## config.mk

```make
export PLATFORM = sky130hd
export DESIGN_NAME = page_cache_dma
export DESIGN_NICKNAME = d
export VERILOG_FILES = /design/src/rtl/pcd_pkg.sv /design/src/rtl/pcd_datapath.sv /design/src/rtl/pcd_ctrl.sv /design/src/rtl/page_cache_dma.sv
export SDC_FILE = /design/constraint.sdc
export NUM_CORES = 1
export LEC_CHECK = 0
export BUFFER_PORTS_ARGS = -buffer_cell sky130_fd_sc_hd__clkbuf_2
export CELL_PAD_IN_SITES_DETAIL_PLACEMENT = 1
export CELL_PAD_IN_SITES_GLOBAL_PLACEMENT = 1
export CORE_AREA = 2 2 162 164
export CTS_BUF_LIST = sky130_fd_sc_hd__clkbuf_16
export DETAILED_ROUTE_END_ITERATION = 10
export DIE_AREA = 0 0 164 166
export GPL_TIMING_DRIVEN = 0
export PLACE_DENSITY = 0.81
export SETUP_SLACK_MARGIN = 0.3
export SYNTH_ARGS = -nofsm -noshare
export SYNTH_HDL_FRONTEND = slang
export SYNTH_SLANG_ARGS = --single-unit
export TNS_END_PERCENT = 10
```

## constraint.sdc

```tcl
create_clock -name clk -period 1.9 [get_ports clk]
set_input_delay 0.095 -clock clk [delete_from_list [all_inputs] [get_ports clk]]
set_output_delay 0.095 -clock clk [all_outputs]
set_load 0.02 [all_outputs]
```

## src/rtl/pcd_pkg.sv

```systemverilog
package pcd_pkg;
  localparam int REG_AW = 4;

  localparam logic [REG_AW-1:0] OFF_CFG    = 4'd0;
  localparam logic [REG_AW-1:0] OFF_CTRL   = 4'd1;
  localparam logic [REG_AW-1:0] OFF_INTEN  = 4'd2;
  localparam logic [REG_AW-1:0] OFF_INTST  = 4'd3;
  localparam logic [REG_AW-1:0] OFF_START  = 4'd4;
  localparam logic [REG_AW-1:0] OFF_COUNT  = 4'd5;
  localparam logic [REG_AW-1:0] OFF_LANE   = 4'd6;
  localparam logic [REG_AW-1:0] OFF_RDOP   = 4'd7;
  localparam logic [REG_AW-1:0] OFF_PGOP   = 4'd8;
  localparam logic [REG_AW-1:0] OFF_STATUS = 4'd9;

  localparam logic [2:0] MODE_CACHE_RD = 3'd6;
  localparam logic [2:0] MODE_PG_LOAD  = 3'd3;

  typedef enum logic [2:0] {
    S_IDLE, S_CMD, S_RX, S_MWR, S_MRD, S_TX, S_FIN
  } pcdState_e;

  // strobes from control to datapath
  typedef struct packed {
    logic load;      // capture start address and count
    logic takeRx;    // pack one device byte
    logic takeTx;    // one byte went to the device
    logic wordDone;  // memory write accepted
    logic loadWord;  // memory read data captured
  } pcdStrobe_t;

  // status from datapath to control
  typedef struct packed {
    logic wordEnd;   // current byte closes the word or the transfer
    logic lastByte;  // exactly one byte remains
    logic noneLeft;  // no bytes remain
  } pcdFlags_t;
endpackage

```

## src/rtl/pcd_datapath.sv

```systemverilog
module pcd_datapath
  import pcd_pkg::*;
#(
  parameter int ADDR_W = 32,
  parameter int CNT_W  = 13,
  parameter int WORD_W = 32
) (
  input  logic              clk,
  input  logic              rstN,
  input  pcdStrobe_t        strobe,
  input  logic [ADDR_W-1:0] startAddr,
  input  logic [CNT_W-1:0]  xferCount,
  input  logic [7:0]        devRxData,
  input  logic [WORD_W-1:0] memRdata,
  output logic [ADDR_W-1:0] memAddr,
  output logic [WORD_W-1:0] memWdata,
  output logic [7:0]        devTxData,
  output pcdFlags_t         flags
);
  localparam int BYTES  = WORD_W / 8;
  localparam int SLOT_W = $clog2(BYTES);
  localparam int LOW_W  = SLOT_W;

  logic [ADDR_W-1:0] addrQ;
  logic [CNT_W-1:0]  remainQ;
  logic [SLOT_W-1:0] slotQ;
  logic [WORD_W-1:0] wordQ;

  always_ff @(posedge clk) begin
    if (!rstN) begin
      addrQ   <= '0;
      remainQ <= '0;
      slotQ   <= '0;
      wordQ   <= '0;
    end else if (strobe.load) begin
      addrQ   <= {startAddr[ADDR_W-1:LOW_W], {LOW_W{1'b0}}};
      remainQ <= xferCount;
      slotQ   <= '0;
      wordQ   <= '0;
    end else begin
      if (strobe.takeRx) begin
        wordQ[{slotQ, 3'b000} +: 8] <= devRxData;
        remainQ <= remainQ - 1'b1;
        slotQ   <= slotQ + 1'b1;
      end
      if (strobe.takeTx) begin
        remainQ <= remainQ - 1'b1;
        slotQ   <= slotQ + 1'b1;
      end
      if (strobe.wordDone) begin
        addrQ <= addrQ + ADDR_W'(BYTES);
        wordQ <= '0;
        slotQ <= '0;
      end
      if (strobe.loadWord) begin
        addrQ <= addrQ + ADDR_W'(BYTES);
        wordQ <= memRdata;
        slotQ <= '0;
      end
    end
  end

  assign memAddr        = addrQ;
  assign memWdata       = wordQ;
  assign devTxData      = wordQ[{slotQ, 3'b000} +: 8];
  assign flags.lastByte = (remainQ == CNT_W'(1));
  assign flags.noneLeft = (remainQ == '0);
  assign flags.wordEnd  = (slotQ == SLOT_W'(BYTES - 1)) || (remainQ == CNT_W'(1));


  no_underflow_chk: assert property (@(posedge clk) disable iff (!rstN)
    (remainQ == '0) |-> !(strobe.takeRx || strobe.takeTx));
endmodule

```

## src/rtl/pcd_ctrl.sv

```systemverilog
module pcd_ctrl
  import pcd_pkg::*;
#(
  parameter int ADDR_W = 32,
  parameter int CNT_W  = 13
) (
  input  logic              clk,
  input  logic              rstN,
  input  logic              regWe,
  input  logic [REG_AW-1:0] regAddr,
  input  logic [31:0]       regWdata,
  output logic [31:0]       regRdata,
  output logic              irq,
  input  pcdFlags_t         flags,
  output pcdStrobe_t        strobe,
  output logic [ADDR_W-1:0] startAddr,
  output logic [CNT_W-1:0]  xferCount,
  output logic              memValid,
  output logic              memWe,
  input  logic              memReady,
  output logic              devStart,
  output logic              devRead,
  output logic [7:0]        devOpcode,
  output logic [1:0]        devLanes,
  output logic [CNT_W-1:0]  devCount,
  input  logic              devRxValid,
  output logic              devRxReady,
  output logic              devTxValid,
  input  logic              devTxReady
);
  localparam int WR_CNT_LSB = 16;

  logic              cfgDma, cfgRead;
  logic [2:0]        cfgMode;
  logic              rdTrig, wrTrig, rdTrigQ, wrTrigQ;
  logic              intEn, memDone, rdDone, wrDone;
  logic [ADDR_W-1:0] startQ;
  logic [CNT_W-1:0]  rdCount, wrCount;
  logic [2:0]        laneSel;
  logic [7:0]        rdOp, pgOp;
  pcdState_e         state, stateNext;
  logic              dirRead;
  logic              rdGo, wrGo, abort;

  assign abort = regWe && (regAddr == OFF_CTRL) && (regWdata[0] || regWdata[1]);
  assign rdGo  = (state == S_IDLE) && rdTrig && !rdTrigQ && cfgDma && cfgRead
                 && (cfgMode == MODE_CACHE_RD);
  assign wrGo  = (state == S_IDLE) && wrTrig && !wrTrigQ && cfgDma && !cfgRead
                 && (cfgMode == MODE_PG_LOAD);

  // register file
  always_ff @(posedge clk) begin
    if (!rstN) begin
      cfgDma <= 1'b0; cfgRead <= 1'b0; cfgMode <= '0;
      rdTrig <= 1'b0; wrTrig <= 1'b0; rdTrigQ <= 1'b0; wrTrigQ <= 1'b0;
      intEn <= 1'b0; memDone <= 1'b0; rdDone <= 1'b0; wrDone <= 1'b0;
      startQ <= '0; rdCount <= '0; wrCount <= '0;
      laneSel <= '0; rdOp <= '0; pgOp <= '0;
    end else begin
      rdTrigQ <= rdTrig;
      wrTrigQ <= wrTrig;
      if (regWe) begin
        case (regAddr)
          OFF_CFG: begin
            cfgDma  <= regWdata[0];
            cfgRead <= regWdata[1];
            cfgMode <= regWdata[14:12];
          end
          OFF_CTRL: begin
            rdTrig <= regWdata[8];
            wrTrig <= regWdata[9];
          end
          OFF_INTEN: intEn <= regWdata[6];
          OFF_INTST: if (regWdata[6]) memDone <= 1'b0;
          OFF_START: startQ <= regWdata[ADDR_W-1:0];
          OFF_COUNT: begin
            rdCount <= regWdata[CNT_W-1:0];
            wrCount <= regWdata[WR_CNT_LSB +: CNT_W];
          end
          OFF_LANE: laneSel <= regWdata[18:16];
          OFF_RDOP: rdOp <= regWdata[7:0];
          OFF_PGOP: pgOp <= regWdata[15:8];
          OFF_STATUS: begin
            if (regWdata[25]) rdDone <= 1'b0;
            if (regWdata[26]) wrDone <= 1'b0;
          end
          default: ;
        endcase
      end
      // completion sets win over a clear in the same cycle
      if (state == S_FIN) begin
        memDone <= 1'b1;
        if (dirRead) rdDone <= 1'b1;
        else         wrDone <= 1'b1;
      end
    end
  end

  always_comb begin
    regRdata = '0;
    case (regAddr)
      OFF_CFG:    begin regRdata[0] = cfgDma; regRdata[1] = cfgRead; regRdata[14:12] = cfgMode; end
      OFF_CTRL:   begin regRdata[8] = rdTrig; regRdata[9] = wrTrig; end
      OFF_INTEN:  regRdata[6] = intEn;
      OFF_INTST:  regRdata[6] = memDone;
      OFF_START:  regRdata[ADDR_W-1:0] = startQ;
      OFF_COUNT:  begin regRdata[CNT_W-1:0] = rdCount; regRdata[WR_CNT_LSB +: CNT_W] = wrCount; end
      OFF_LANE:   regRdata[18:16] = laneSel;
      OFF_RDOP:   regRdata[7:0] = rdOp;
      OFF_PGOP:   regRdata[15:8] = pgOp;
      OFF_STATUS: begin regRdata[25] = rdDone; regRdata[26] = wrDone; end
      default:    regRdata = '0;
    endcase
  end

  assign irq = memDone && intEn;

  // command fields
  assign xferCount = dirRead ? rdCount : wrCount;
  assign devCount  = xferCount;
  assign devRead   = dirRead;
  assign devOpcode = dirRead ? rdOp : pgOp;
  assign startAddr = startQ;

  always_comb begin
    if (dirRead) begin
      case (laneSel)
        3'd1:    devLanes = 2'd1;
        3'd2:    devLanes = 2'd2;
        default: devLanes = 2'd0;
      endcase
    end else begin
      devLanes = (laneSel == 3'd2) ? 2'd2 : 2'd0;
    end
  end

  // sequencer
  always_ff @(posedge clk) begin
    if (!rstN) begin
      state   <= S_IDLE;
      dirRead <= 1'b0;
    end else if (abort) begin
      state <= S_IDLE;
    end else begin
      state <= stateNext;
      if (rdGo)      dirRead <= 1'b1;
      else if (wrGo) dirRead <= 1'b0;
    end
  end

  always_comb begin
    stateNext  = state;
    strobe     = '0;
    memValid   = 1'b0;
    memWe      = 1'b0;
    devStart   = 1'b0;
    devRxReady = 1'b0;
    devTxValid = 1'b0;
    case (state)
      S_IDLE: if (rdGo || wrGo) stateNext = S_CMD;
      S_CMD: begin
        devStart    = 1'b1;
        strobe.load = 1'b1;
        if (xferCount == '0) stateNext = S_FIN;
        else                 stateNext = dirRead ? S_RX : S_MRD;
      end
      S_RX: begin
        devRxReady = 1'b1;
        if (devRxValid) begin
          strobe.takeRx = 1'b1;
          if (flags.wordEnd) stateNext = S_MWR;
        end
      end
      S_MWR: begin
        memValid = 1'b1;
        memWe    = 1'b1;
        if (memReady) begin
          strobe.wordDone = 1'b1;
          stateNext = flags.noneLeft ? S_FIN : S_RX;
        end
      end
      S_MRD: begin
        memValid = 1'b1;
        if (memReady) begin
          strobe.loadWord = 1'b1;
          stateNext = S_TX;
        end
      end
      S_TX: begin
        devTxValid = 1'b1;
        if (devTxReady) begin
          strobe.takeTx = 1'b1;
          if (flags.wordEnd) stateNext = flags.lastByte ? S_FIN : S_MRD;
        end
      end
      S_FIN:   stateNext = S_IDLE;
      default: stateNext = S_IDLE;
    endcase
  end


  start_gate_chk: assert property (@(posedge clk) disable iff (!rstN)
    devStart |-> $past(cfgDma));

  single_pulse_chk: assert property (@(posedge clk) disable iff (!rstN)
    devStart |=> !devStart);

  mem_hold_chk: assert property (@(posedge clk) disable iff (!rstN)
    (memValid && !memReady && !abort) |=> (memValid && $stable(memWe)));

  one_side_chk: assert property (@(posedge clk) disable iff (!rstN)
    $onehot0({memValid, devRxReady, devTxValid}));

  done_order_chk: assert property (@(posedge clk) disable iff (!rstN)
    ($rose(rdDone) || $rose(wrDone)) |-> memDone);
endmodule

```

## src/rtl/page_cache_dma.sv

```systemverilog
module page_cache_dma
  import pcd_pkg::*;
#(
  parameter int ADDR_W = 32,
  parameter int CNT_W  = 13,
  parameter int WORD_W = 32
) (
  input  logic              clk,
  input  logic              rstN,
  input  logic              regWe,
  input  logic [REG_AW-1:0] regAddr,
  input  logic [31:0]       regWdata,
  output logic [31:0]       regRdata,
  output logic              irq,
  output logic              memValid,
  output logic              memWe,
  output logic [ADDR_W-1:0] memAddr,
  output logic [WORD_W-1:0] memWdata,
  input  logic [WORD_W-1:0] memRdata,
  input  logic              memReady,
  output logic              devStart,
  output logic              devRead,
  output logic [7:0]        devOpcode,
  output logic [1:0]        devLanes,
  output logic [CNT_W-1:0]  devCount,
  input  logic              devRxValid,
  input  logic [7:0]        devRxData,
  output logic              devRxReady,
  output logic              devTxValid,
  output logic [7:0]        devTxData,
  input  logic              devTxReady
);
  pcdStrobe_t        strobe;
  pcdFlags_t         flags;
  logic [ADDR_W-1:0] startAddr;
  logic [CNT_W-1:0]  xferCount;

  pcd_ctrl #(.ADDR_W(ADDR_W), .CNT_W(CNT_W)) uCtrl (
    .clk(clk), .rstN(rstN),
    .regWe(regWe), .regAddr(regAddr), .regWdata(regWdata), .regRdata(regRdata),
    .irq(irq), .flags(flags), .strobe(strobe),
    .startAddr(startAddr), .xferCount(xferCount),
    .memValid(memValid), .memWe(memWe), .memReady(memReady),
    .devStart(devStart), .devRead(devRead), .devOpcode(devOpcode),
    .devLanes(devLanes), .devCount(devCount),
    .devRxValid(devRxValid), .devRxReady(devRxReady),
    .devTxValid(devTxValid), .devTxReady(devTxReady)
  );

  pcd_datapath #(.ADDR_W(ADDR_W), .CNT_W(CNT_W), .WORD_W(WORD_W)) uPath (
    .clk(clk), .rstN(rstN), .strobe(strobe),
    .startAddr(startAddr), .xferCount(xferCount),
    .devRxData(devRxData), .memRdata(memRdata),
    .memAddr(memAddr), .memWdata(memWdata), .devTxData(devTxData),
    .flags(flags)
  );


  mem_stable_chk: assert property (@(posedge clk) disable iff (!rstN)
    (memValid && !memReady && !(regWe && regAddr == OFF_CTRL))
      |=> ($stable(memAddr) && $stable(memWdata)));
endmodule

```

; After elaboration in Yosys (flattened, before gate mapping)
; Index checks and enable logic that the tools add are counted.
[word_totals]
elab_cells = 179
reg_bits = 173
[classes]
bitwise_logic = 2
n_shift = 3
mux = 71
eq_ne = 28
n_reduce_logical = 47
n_addsub = 4
[op_table]
columns = op, n
row1 = $mux W32, 6
row2 = $mux W13, 4
row3 = $mux W3, 11
row4 = $add A32 B3 Y32 const B, 1
row5 = $bwmux W32, 1
row6 = $shift A8 B7 Y32 const A, 1
row7 = $shiftx A32 B6 Y8, 1
row8 = $shiftx A8 B7 Y32, 1
row9 = $mux W1, 28
row10 = $logic_not A13 Y1, 2
row11 = $pmux W2 S3, 3
row12 = $pmux W3 S6, 1
row13 = $reduce_and A2 Y1, 9
row14 = $eq A4 B3 Y1 const B, 4
row15 = $pmux W2 S4, 2
row16 = $ne A2 B2 Y1 const B, 7
row17 = $eq A13 B1 Y1 const B, 1
row18 = $logic_and A1 B1 Y1, 13
row19 = $sub A13 B1 Y13 const B, 1
row20 = $eq A3 B2 Y1 const B, 4
row21 = $eq A3 B3 Y1 const B, 4
row22 = $pmux W4 S3, 1
row23 = $pmux W6 S2, 1
row24 = $reduce_bool A2 Y1, 6
row25 = 25 further kinds, 42

; Longest topological paths before layout
; Gate-level depths: netlist of the first run.
[depth]
depth_word = 9
mapped_depth = 8
ltp_nobuf = 7

; Hierarchy
; A second synthesis of the first run with hierarchy kept.
[unflattened]
cells_unflattened = 1085
area_unflattened_um2 = 9063.7
[modules_own_cells]
columns = mod, cells_each, seq_area_each_um2, instances, area_per_inst_um2
row1 = pcd_ctrl, 605, 1881.8, 1, 4957.3
row2 = pcd_datapath, 480, 1541.5, 1, 4106.4

; Worst setup path after synthesis of the first run
; Ideal clock, no wire load.
[synth_timing]
path_type = flip-flop to flip-flop
start = register uPath.slotQ[1]
end = register uPath.wordQ[0], in the netlist uPath.memWdata[0]
slack_ns = -0.161
stages_incl_launch_ff = 7
period_less_slack_ns = 2.061
arrival_time_ns = 1.975
path_cell_list = dfxtp_1 -> clkbuf_1 -> inv_1 -> ha_1 -> nor4b_2 -> a22oi_1 -> a211oi_1
[synth_via]
elab_chain_len = 6
word_cells_on_any_way = 7
classes_between = add/sub: 1 / shift: 2 / mux: 4
[synth_rtl]
columns = item, line_no
row1 = start: declaration, pcd_datapath.sv:26  ; logic [SLOT_W-1:0] slotQ;
row2 = start signal: assignment, pcd_datapath.sv:44  ; slotQ <= slotQ + 1'b1;
row3 = start signal: assignment, pcd_datapath.sv:48  ; slotQ <= slotQ + 1'b1;
row4 = $neg A5 Y7 *, pcd_datapath.sv:42  ; wordQ[{slotQ, 3'b000} +: 8] <= devRxData;
row5 = $shiftx A8 B7 Y32 or $shift A8 B7 Y32 (tied branches), pcd_datapath.sv:42
row6 = $bwmux W32 *, pcd_datapath.sv:42
row7 = $mux W32 *, pcd_datapath.sv:41  ; if (strobe.takeRx) begin
row8 = $mux W32 *, pcd_datapath.sv:50  ; if (strobe.wordDone) begin
row9 = $mux W32 *, pcd_datapath.sv:55  ; if (strobe.loadWord) begin
row10 = end signal: indexed assignment, pcd_datapath.sv:42
row11 = end signal: assignment, pcd_datapath.sv:57  ; wordQ <= memRdata;
row12 = end: declaration, pcd_datapath.sv:27  ; logic [WORD_W-1:0] wordQ;
; Every way passes the cells marked *; elsewhere a longest branch is shown, timed or not. The select of a mux whose other input is x is not followed.
; A chain may end at the register's enable or synchronous reset.

; Final worst setup path of the first run
[layout_timing]
start = register uCtrl.state[1]
end = register uPath.wordQ[19], in the netlist uPath.memWdata[19]
[layout_via]
elab_chain_len = 4
word_cells_on_any_way = 12
classes_between = eq/ne: 4 / mux: 6 / reduce/logical: 2
[layout_rtl]
columns = item, line_no
row1 = start: declaration, pcd_ctrl.sv:41  ; pcdState_e state, stateNext;
row2 = start signal: assignment, pcd_ctrl.sv:145  ; state <= stateNext;
row3 = $eq A3 B2 Y1, pcd_ctrl.sv:159  ; case (state)
row4 = $mux W1, pcd_ctrl.sv:159
row5 = $mux W32, pcd_datapath.sv:50
row6 = $mux W32, pcd_datapath.sv:55
; Parallel ways exist; a longest one is shown, timed or not.

==> results.toml, run 1 <==
[run_status]
status = "finished, violations left"
violations = "hold timing, setup timing"

[worst_setup_path]
cp_max_fo = 9
rr_startpoint = "uCtrl.state[1]"
worstPathArrival_ps = 2330
cp-start-kind = "register"
rr_worst_depth = 8
cp.required_ps = 2270
path_class = "register to register"
startpoint = "uCtrl.state[1]"
cp-end-kind = "register"

[power_and_ir_drop]
leakagePower_nw = 5.18
power.internal_mw = 5.62
seq_power_share_pct = 46.2
pwr-share-clk_pct = 45.9
swShare_pct = 28.4
pwr-share-comb_pct = 7.9
ir_drop_mv = 0.445
total_power_mw = 7.85
powerDensity_nw_per_um2 = 597
switchingPower_mw = 2.23

[timing]
slew_violations = 0
post-route-period-util_pct = 103
hold_viol = 1
worst_slew_pin_slew_ps = 848
final.setup.tns_ps = -160
final_period_minus_worst_setup_slack_ps = 1960
max_freq_mhz = 510
final-setup-viol-count = 5
fin_worst_skew_ps = 18.6
relSlewSlack_pct = 43.4
rsz0062_at_grt = "yes"
whs_ps = -5.82
fin_ws_ps = -59.0

[synth]
synth_common_cells = "nand2_1, dfxtp_1, a21oi_1, nor2_1, clkbuf_1"
synth_edf_count = 0
yosysMostFrequentCell = "nand2_1"
synth_cell_type_count = 65
yosysWarnings = 0
synth_area_leader_cell = "dfxtp_1"
synth.top_cell.area_share_pct = 39.0
synth_cells = 1112
synth_area_um2 = 8770
async_flop_share_pct = 0
ys_seq_elements = 171
synthTopCellsByArea = "dfxtp_1, nand2_1, a21oi_1"
syn_area_per_cell_um2 = 7.89
yosys_most_used_dff = "dfxtp_1"
ys_seq_area_share_pct = 39.0

[detailed_routing]
drtPass1Iterations = 7
ant_nets = 0
drt_wl_total_um = 42800
vias_per_cell = 5.91
route.vias.total = 10600
drc = 0
wl_per_cell_um = 23.8
first_iter_violations = 1026

[cells_and_area]
layout-drive-gt1-share_pct = 35.3
n_antenna_cell = 0
layout.cells.non_filler = 1799
syn_to_final_growth_pct = 49.9
final_nets = 1541
fin_area_um2 = 13100

[global_routing]
gr-usage-all-layers_pct = 30.2
grt_pass1_wl_um = 63400
grt_pass1_vias = 10800
antenna_found_initial = 0
grt_overflow = 0
grt_max_degree = 20

[hold_path]
holdPathStages = 3
min_from = "memRdata[8]"
hold_path.class = "input port to register"

[floorplan]
die_h_um = 166
rows = 59
core_um2 = 25600
die_x_um = 164
pin_count = 216
start_util_pct = 34.2
design.die.area_um2 = 27200

[clock_tree]
htree_levels = 4
clk_pin_slew_ps = 80
tritoncts = "yes"
cts_made_buffers = 17
insertion_delay_ps = 460
clockBufferDepth = 2
clockRootBuffer = "clkbuf_16"
numClockSinks = 171

[placement]
gp_congestion = 0.963
dp_hpwl_um = 29400
dp_slack_ps = -782
dp.cells = 1660
place_area_um2 = 10400
io_buffers = 212

[run]
drv_cap = 0
-- layout make-up --
class,count,area [um2]
Inverter,24,96.3
Timing Repair Buffer,319,2270
Tap cell,335,419
Multi-Input combinational cell,840,5680
Clock buffer,17,425
Sequential cell,171,3470
Buffer,78,614
Clock inverter,15,169
Fill cell,3031,12500
-- state kept, by name, indices dropped and copies added (netlist names), 8 cells and up --
signal           flops
uCtrl.rdCount       13
uCtrl.pgOp           8
uCtrl.rdOp           8
uPath.memWdata      32
uPath.memAddr       30
uPath.remainQ       13
uCtrl.wrCount       13
uCtrl.startAddr     32
-- kinds of logic after synthesis --
group	after synthesis	synth area share, %
AOI/OAI and AO/OA	292	21.7
xor gates and xnor gates	4	0.400
adders and majority gates	8	1.14
buffers and inverters	102	4.59
DFF	171	39.0
muxes	55	7.75
other	1	0.0428
and+or+nand+nor	479	25.4
-- power groups by stage --
stage | Sequential, mW | Combinational (mW) | Clock (mW)
after floorplan | 3.70 | 0.200 | 0
after global placement | 3.71 | 0.439 | 0
after detailed placement | 3.72 | 0.443 | 0
after CTS | 3.63 | 0.582 | 3.59
after global routing | 3.63 | 0.650 | 3.75
final | 3.63 | 0.620 | 3.60
-- metrics by stage --
stage	util [%]	hold slack, ps
after floorplan	-	231
after global placement	40.5	332
after detailed placement	40.5	335
after CTS	49.2	0.753
after global routing	51.3	13.6
final	51.3	-5.82
-- worst max-delay path, cell delays in order (launching register included) --
cell,delay (ps)
dfxtp_2,340
buf_6,140
nand3b_1,200
a21boi_4,110
buf_12,160
buf_12,140
a21oi_2,460
a221oi_2,100
nor3_1,220
-- layer usage --
| layer | up-vias | part of all wire, % | track usage, % |
|---|---|---|---|
| li1 | 4721 | - | - |
| met5 | - | 0 | 0 |
| met1 | 5255 | 40 | 36.0 |
| met3 | 127 | 6.6 | 5.32 |
| met2 | 527 | 49 | 53.0 |
| met4 | 0 | 4.6 | 12.6 |
-- what timing repair did --
| action | in CTS | in global routing |
|---|---|---|
| endpoints found under the setup margin | 204 | 181 |
| hold endpoints to repair | 98 | 2 |
| hold buffers | 49 | 1 |
| gates resized for setup | 256 | 93 |
| gates cloned | 2 | 1 |
| buffers inserted | 27 | 27 |
| pin swaps | 23 | 35 |
-- cell usage in the layout (no fill, tap or decap), types with 27 or more instances in the layout --
cell and n:
nand2_1 204, dlygate4sd3_1 50, dfxtp_1 140, clkbuf_2 192, buf_4 59, a21oi_1 112
clkbuf_1 32, nand3_1 27, dfxtp_2 27, nor2_1 94, nor3_1 29
-- final timing paths --
kind / end / slack, ps
max: uPath.memWdata[19] / -60
min reg2reg: uCtrl.startAddr[1] / 460
max reg2reg: uPath.memWdata[19] / -60
min: uPath.memWdata[8] / -6
(Power assumes the default switching activity.)
==> run 2, diff against run 1 <==
--- a/config.mk
+++ b/config.mk
@@ -6,6 +6,7 @@
 export NUM_CORES = 1
 export LEC_CHECK = 0
 export BUFFER_PORTS_ARGS = -buffer_cell sky130_fd_sc_hd__clkbuf_2
+export CAP_MARGIN = 10
 export CELL_PAD_IN_SITES_DETAIL_PLACEMENT = 1
 export CELL_PAD_IN_SITES_GLOBAL_PLACEMENT = 1
 export CORE_AREA = 2 2 162 164
@@ -15,6 +16,7 @@
 export GPL_TIMING_DRIVEN = 0
 export PLACE_DENSITY = 0.81
 export SETUP_SLACK_MARGIN = 0.3
+export SKIP_LAST_GASP = 1
 export SYNTH_ARGS = -nofsm -noshare
 export SYNTH_HDL_FRONTEND = slang
 export SYNTH_SLANG_ARGS = --single-unit
==> results.toml, run 2 (synthesis gave the netlist of run 1 again) <==
[floorplan]
design.die.area_um2 = 27200
rows = 59
core_um2 = 25600
die_x_um = 164
pin_count = 216
start_util_pct = 34.2
die_h_um = 166

[global_routing]
use_met2_pct = 51.1
grt_use_met1_pct = 35.0
use_met3_pct = 5.19
grt_overflow = 0
grt_pass1_wl_um = 61000
grt_max_degree = 20
grt_busiest_layer = "met2"
grt_pass1_vias = 10400
gr-usage-all-layers_pct = 29.0
antenna_found_initial = 0

[placement]
dp_slack_ps = -782
gp_congestion = 0.963
io_buffers = 212
place_area_um2 = 10400
dp_hpwl_um = 29400

[timing]
slew_violations = 0
max_freq_mhz = 519
relSlewSlack_pct = 46.7
post-route-period-util_pct = 101
rsz0062_at_grt = "yes"
fin_ws_ps = -25.3
fin_worst_skew_ps = 16.8
worst_slew_pin_slew_ps = 800
hold_viol = 0
final_period_minus_worst_setup_slack_ps = 1930
final-setup-viol-count = 8

[worst_setup_path]
cp.required_ps = 1800
cp-end-kind = "output port"
path_class = "register to output port"
worstPathArrival_ps = 1830
cp-start-kind = "register"
cp_max_fo = 10

[detailed_routing]
ant_nets = 0
wl_per_cell_um = 23.0
drc = 0
vias_per_cell = 5.83
route.vias.total = 10400
drt_wl_total_um = 41000
drtPass1Iterations = 5
first_iter_violations = 1113

[clock_tree]
clockBufferDepth = 2
tritoncts = "yes"
numClockSinks = 171
clockRootBuffer = "clkbuf_16"
insertion_delay_ps = 460
cts_made_buffers = 17
clk_pin_slew_ps = 80
htree_levels = 4

[power_and_ir_drop]
powerDensity_nw_per_um2 = 625
swShare_pct = 28.3
power.internal_mw = 5.60
seq_power_share_pct = 46.6
pwr-share-clk_pct = 46.1
ir_drop_mv = 0.462
switchingPower_mw = 2.20
pwr-share-comb_pct = 7.4
leakagePower_nw = 4.94

[run_status]
status = "finished, violations left"
violations = "setup timing"

[cells_and_area]
mostFrequentLayoutCell = "clkbuf_2"
n_antenna_cell = 0
fill_cells = 3120
fin_area_um2 = 12500
final_cell_mix = "clkbuf_2, nand2_1, dfxtp_1"
layout-drive-gt1-share_pct = 32.2
final_nets = 1530
syn_to_final_growth_pct = 42.2

[run]
drv_cap = 0

[hold_path]
hold_path.class = "input port to register"
## run 2: path summary, 6_finish.rpt
kind,start,endpoint,slack [ps],cells past startpoint
max,uCtrl.devRead,devOpcode[0],-30,5
min,memRdata[20],uPath.memWdata[20],6,3
max reg2reg,uCtrl.state[0],uPath.memAddr[21],-10,7
min reg2reg,uCtrl.startAddr[1],uCtrl.startAddr[1],460,2
## run 2: cell type report
type	count	area [um2]	share of cell area, %
Tap cell	335	419	3.36
Buffer	78	558	4.47
Clock inverter	15	169	1.35
Inverter	24	90.1	0.722
Clock buffer	17	425	3.41
Multi-Input combinational cell	841	5400	43.3
Timing Repair Buffer	307	1950	15.7
Sequential cell	171	3450	27.7
## run 2: stage by stage
step	hold slack [ps]	cells	util [%]	total power [mW]	setup TNS (ps)
floorplan	231	1113	-	3.90	0
global placement	332	1660	40.5	4.15	-67280
detailed placement	335	1660	40.5	4.16	-77780
CTS	0.725	1761	46.7	7.76	-915
global route	11.3	1788	48.7	7.98	-2160
finish	6.38	1788	48.7	7.80	-80.2
## run 2: power groups by stage
stage                     Sequential [mW]  Clock (mW)  Combinational, mW
after floorplan                      3.70           0              0.200
after global placement               3.71           0              0.439
after detailed placement             3.72           0              0.443
after CTS                            3.63        3.59              0.543
after global routing                 3.63        3.74              0.603
final                                3.63        3.59              0.575
## run 2: metal layers
| metal | routed length (um) | part of all wire, % |
|---|---|---|
| met1 | 16300 | 40 |
| met2 | 20300 | 49 |
| met3 | 3010 | 7.3 |
| met4 | 1470 | 3.6 |
| met5 | 0 | 0 |
## run 2: repair_timing
action	CTS	global route
gates cloned	2	3
hold endpoints to repair	89	1
setup endpoints to repair	204	194
setup buffers	27	23
hold buffers	40	1
resized for setup	111	97
pin swaps	9	27
## run 2: critical path, stage by stage, from the launching register on
cell and delay, ps:
dfxtp_4 380, buf_8 160, clkbuf_16 180, buf_12 130
mux2_2 350, clkbuf_8 160
==> run 3, diff against run 2 <==
==> constraint.sdc (replaced) <==
create_clock -name clk -period 1.9 [get_ports clk]
set_input_delay 0.285 -clock clk [delete_from_list [all_inputs] [get_ports clk]]
set_output_delay 0.285 -clock clk [all_outputs]
set_load 0.02 [all_outputs]
==> results.toml, run 3 (synthesis gave the netlist of run 1 again) <==
[hold_path]
min_from = "regWdata[22]"
holdPathStages = 3
hold_path.class = "input port to register"
min_to = "uCtrl.startAddr[22]"

[floorplan]
start_util_pct = 34.2
die_h_um = 166
pin_count = 216
rows = 59
design.die.area_um2 = 27200
die_x_um = 164
core_um2 = 25600

[placement]
dp_slack_ps = -593
dp_hpwl_um = 30000
gp_congestion = 0.969
place_area_um2 = 10500
io_buffers = 212
dp.cells = 1660

[worst_setup_path]
cp-end-kind = "output port"
path_class = "input port to output port"
rr_startpoint = "uCtrl.state[2]"
worstPathArrival_ps = 1730
ff2ff_setup_slack_ps = -70
critical_path.max_stage_delay_ps = 230
timing.critical_path.mode_cell = "clkbuf_16"
timing.rr.end = "uPath.memWdata[28]"
crit_buf_inv = 5
critical_path.cell_chain = "clkbuf_8 -> clkbuf_16 -> or2_4 -> clkbuf_16 -> nor2_4 -> buf_4 -> a221o_1 -> clkbuf_2"
rr_worst_depth = 7
cp_max_fo = 4
cp.required_ps = 1620
path_delay_family = "buffers and inverters"
cp-start-kind = "input port"
critical-path-slowest-cell = "or2_4"

[detailed_routing]
drt_wl_total_um = 41600
route.vias.total = 10300
ant_nets = 0
first_iter_violations = 1030
drc = 0
vias_per_cell = 5.88
drtPass1Iterations = 6
wl_per_cell_um = 23.7

[clock_tree]
clockRootBuffer = "clkbuf_16"
insertion_delay_ps = 450
clk_pin_slew_ps = 90
ctsHoldBuffers = 0
numClockSinks = 171
htree_levels = 4
cts_made_buffers = 17
clockBufferDepth = 2
tritoncts = "yes"

[global_routing]
grt_max_degree = 21
gr-usage-all-layers_pct = 29.7
grt_pass1_vias = 10400
antenna_found_initial = 0
grt_pass1_wl_um = 61800
grt_overflow = 0

[timing]
final_period_minus_worst_setup_slack_ps = 2010
final-setup-viol-count = 87
relSlewSlack_pct = 49.0
hold_viol = 0
slew_violations = 0
max_freq_mhz = 498
rsz0062_at_grt = "yes"
whs_ps = 67.6
worst_slew_pin_slew_ps = 765
fin_ws_ps = -110
fin_worst_skew_ps = 13.9
post-route-period-util_pct = 106

[cells_and_area]
final_cell_mix = "clkbuf_2, nand2_1, dfxtp_1"
mostFrequentLayoutCell = "clkbuf_2"
syn_to_final_growth_pct = 42.6
final_nets = 1495
post-route-util_pct = 48.8
layout.cells.non_filler = 1753
fin_area_um2 = 12500
layout-drive-gt1-share_pct = 35.2
n_antenna_cell = 0

[run_status]
status = "finished, violations left"
violations = "setup timing"

[power_and_ir_drop]
leakagePower_nw = 5.03
ir_drop_mv = 0.477
powerDensity_nw_per_um2 = 627

[run]
drv_cap = 0
## run 3: cell types whose count changed in the layout (fill, tap and decap cells not counted), moves of 4 or more
| cell | previous run | this run |
|---|---|---|
| a211oi_2 | 0 | 4 |
| clkbuf_1 | 36 | 30 |
| a22o_4 | 0 | 6 |
| nor4_1 | 5 | 9 |
| dlygate4sd3_1 | 41 | 0 |
| a221oi_2 | 3 | 20 |
| a22oi_1 | 25 | 21 |
| a22o_1 | 9 | 3 |
| buf_8 | 2 | 6 |
| clkbuf_4 | 5 | 10 |
| a221oi_1 | 21 | 4 |
| a22oi_2 | 0 | 4 |
## run 3: how the worst max path moves through the flow
stage / cells after the start / startpoint / to
floorplan: 6 / uPath.memAddr[3] / uPath.memAddr[30]
global placement: 6 / uCtrl.state[0] / devStart
detailed placement: 6 / uCtrl.state[0] / devStart
CTS: 5 / uCtrl.devRead / devOpcode[0]
global route: 7 / regAddr[3] / regRdata[9]
finish: 8 / regAddr[1] / regRdata[12]
## run 3: area by class of cell
cell class / count / area, um2
Timing Repair Buffer: 273 / 1720
Clock buffer: 17 / 425
Buffer: 78 / 639
Sequential cell: 171 / 3450
Multi-Input combinational cell: 840 / 5570
Fill cell: 3118 / 13100
Tap cell: 335 / 419
Clock inverter: 15 / 186
Inverter: 24 / 90.1
## run 3: per-stage QoR
| step | power (mW) | TNS (ps) |
|---|---|---|
| after global placement | 4.17 | -58240 |
| final | 7.84 | -3720 |
| after detailed placement | 4.18 | -60070 |
| after CTS | 7.83 | -6870 |
| after global routing | 8.04 | -9630 |
| after floorplan | 3.91 | 0 |
## run 3: routing by layer
metal / vias to the layer above / global-route usage, % / part of all wire, %
li1: 4621 / - / -
met2: 534 / 51.4 / 49
met3: 122 / 5.59 / 7.5
met5: - / 0 / 0
met4: 0 / 12.7 / 4.3
met1: 5025 / 35.6 / 39
## run 3: report_power, final
group	switching [mW]	total [mW]	internal, mW
Clock	1.85	3.66	1.81
Combinational	0.357	0.555	0.198
Sequential	0.0323	3.63	3.60
## run 3: tightest hold or removal path, stage by stage
cell and delay (ps):
clkbuf_2 90, nand2_1 50, a21oi_1 50
## run 3: what timing repair did
action | 4_1_cts | 5_1_grt
pin swaps | 21 | 16
resized for setup | 143 | 86
setup buffers | 36 | 19
endpoints found under the setup margin | 205 | 214
cloned | 5 | 1
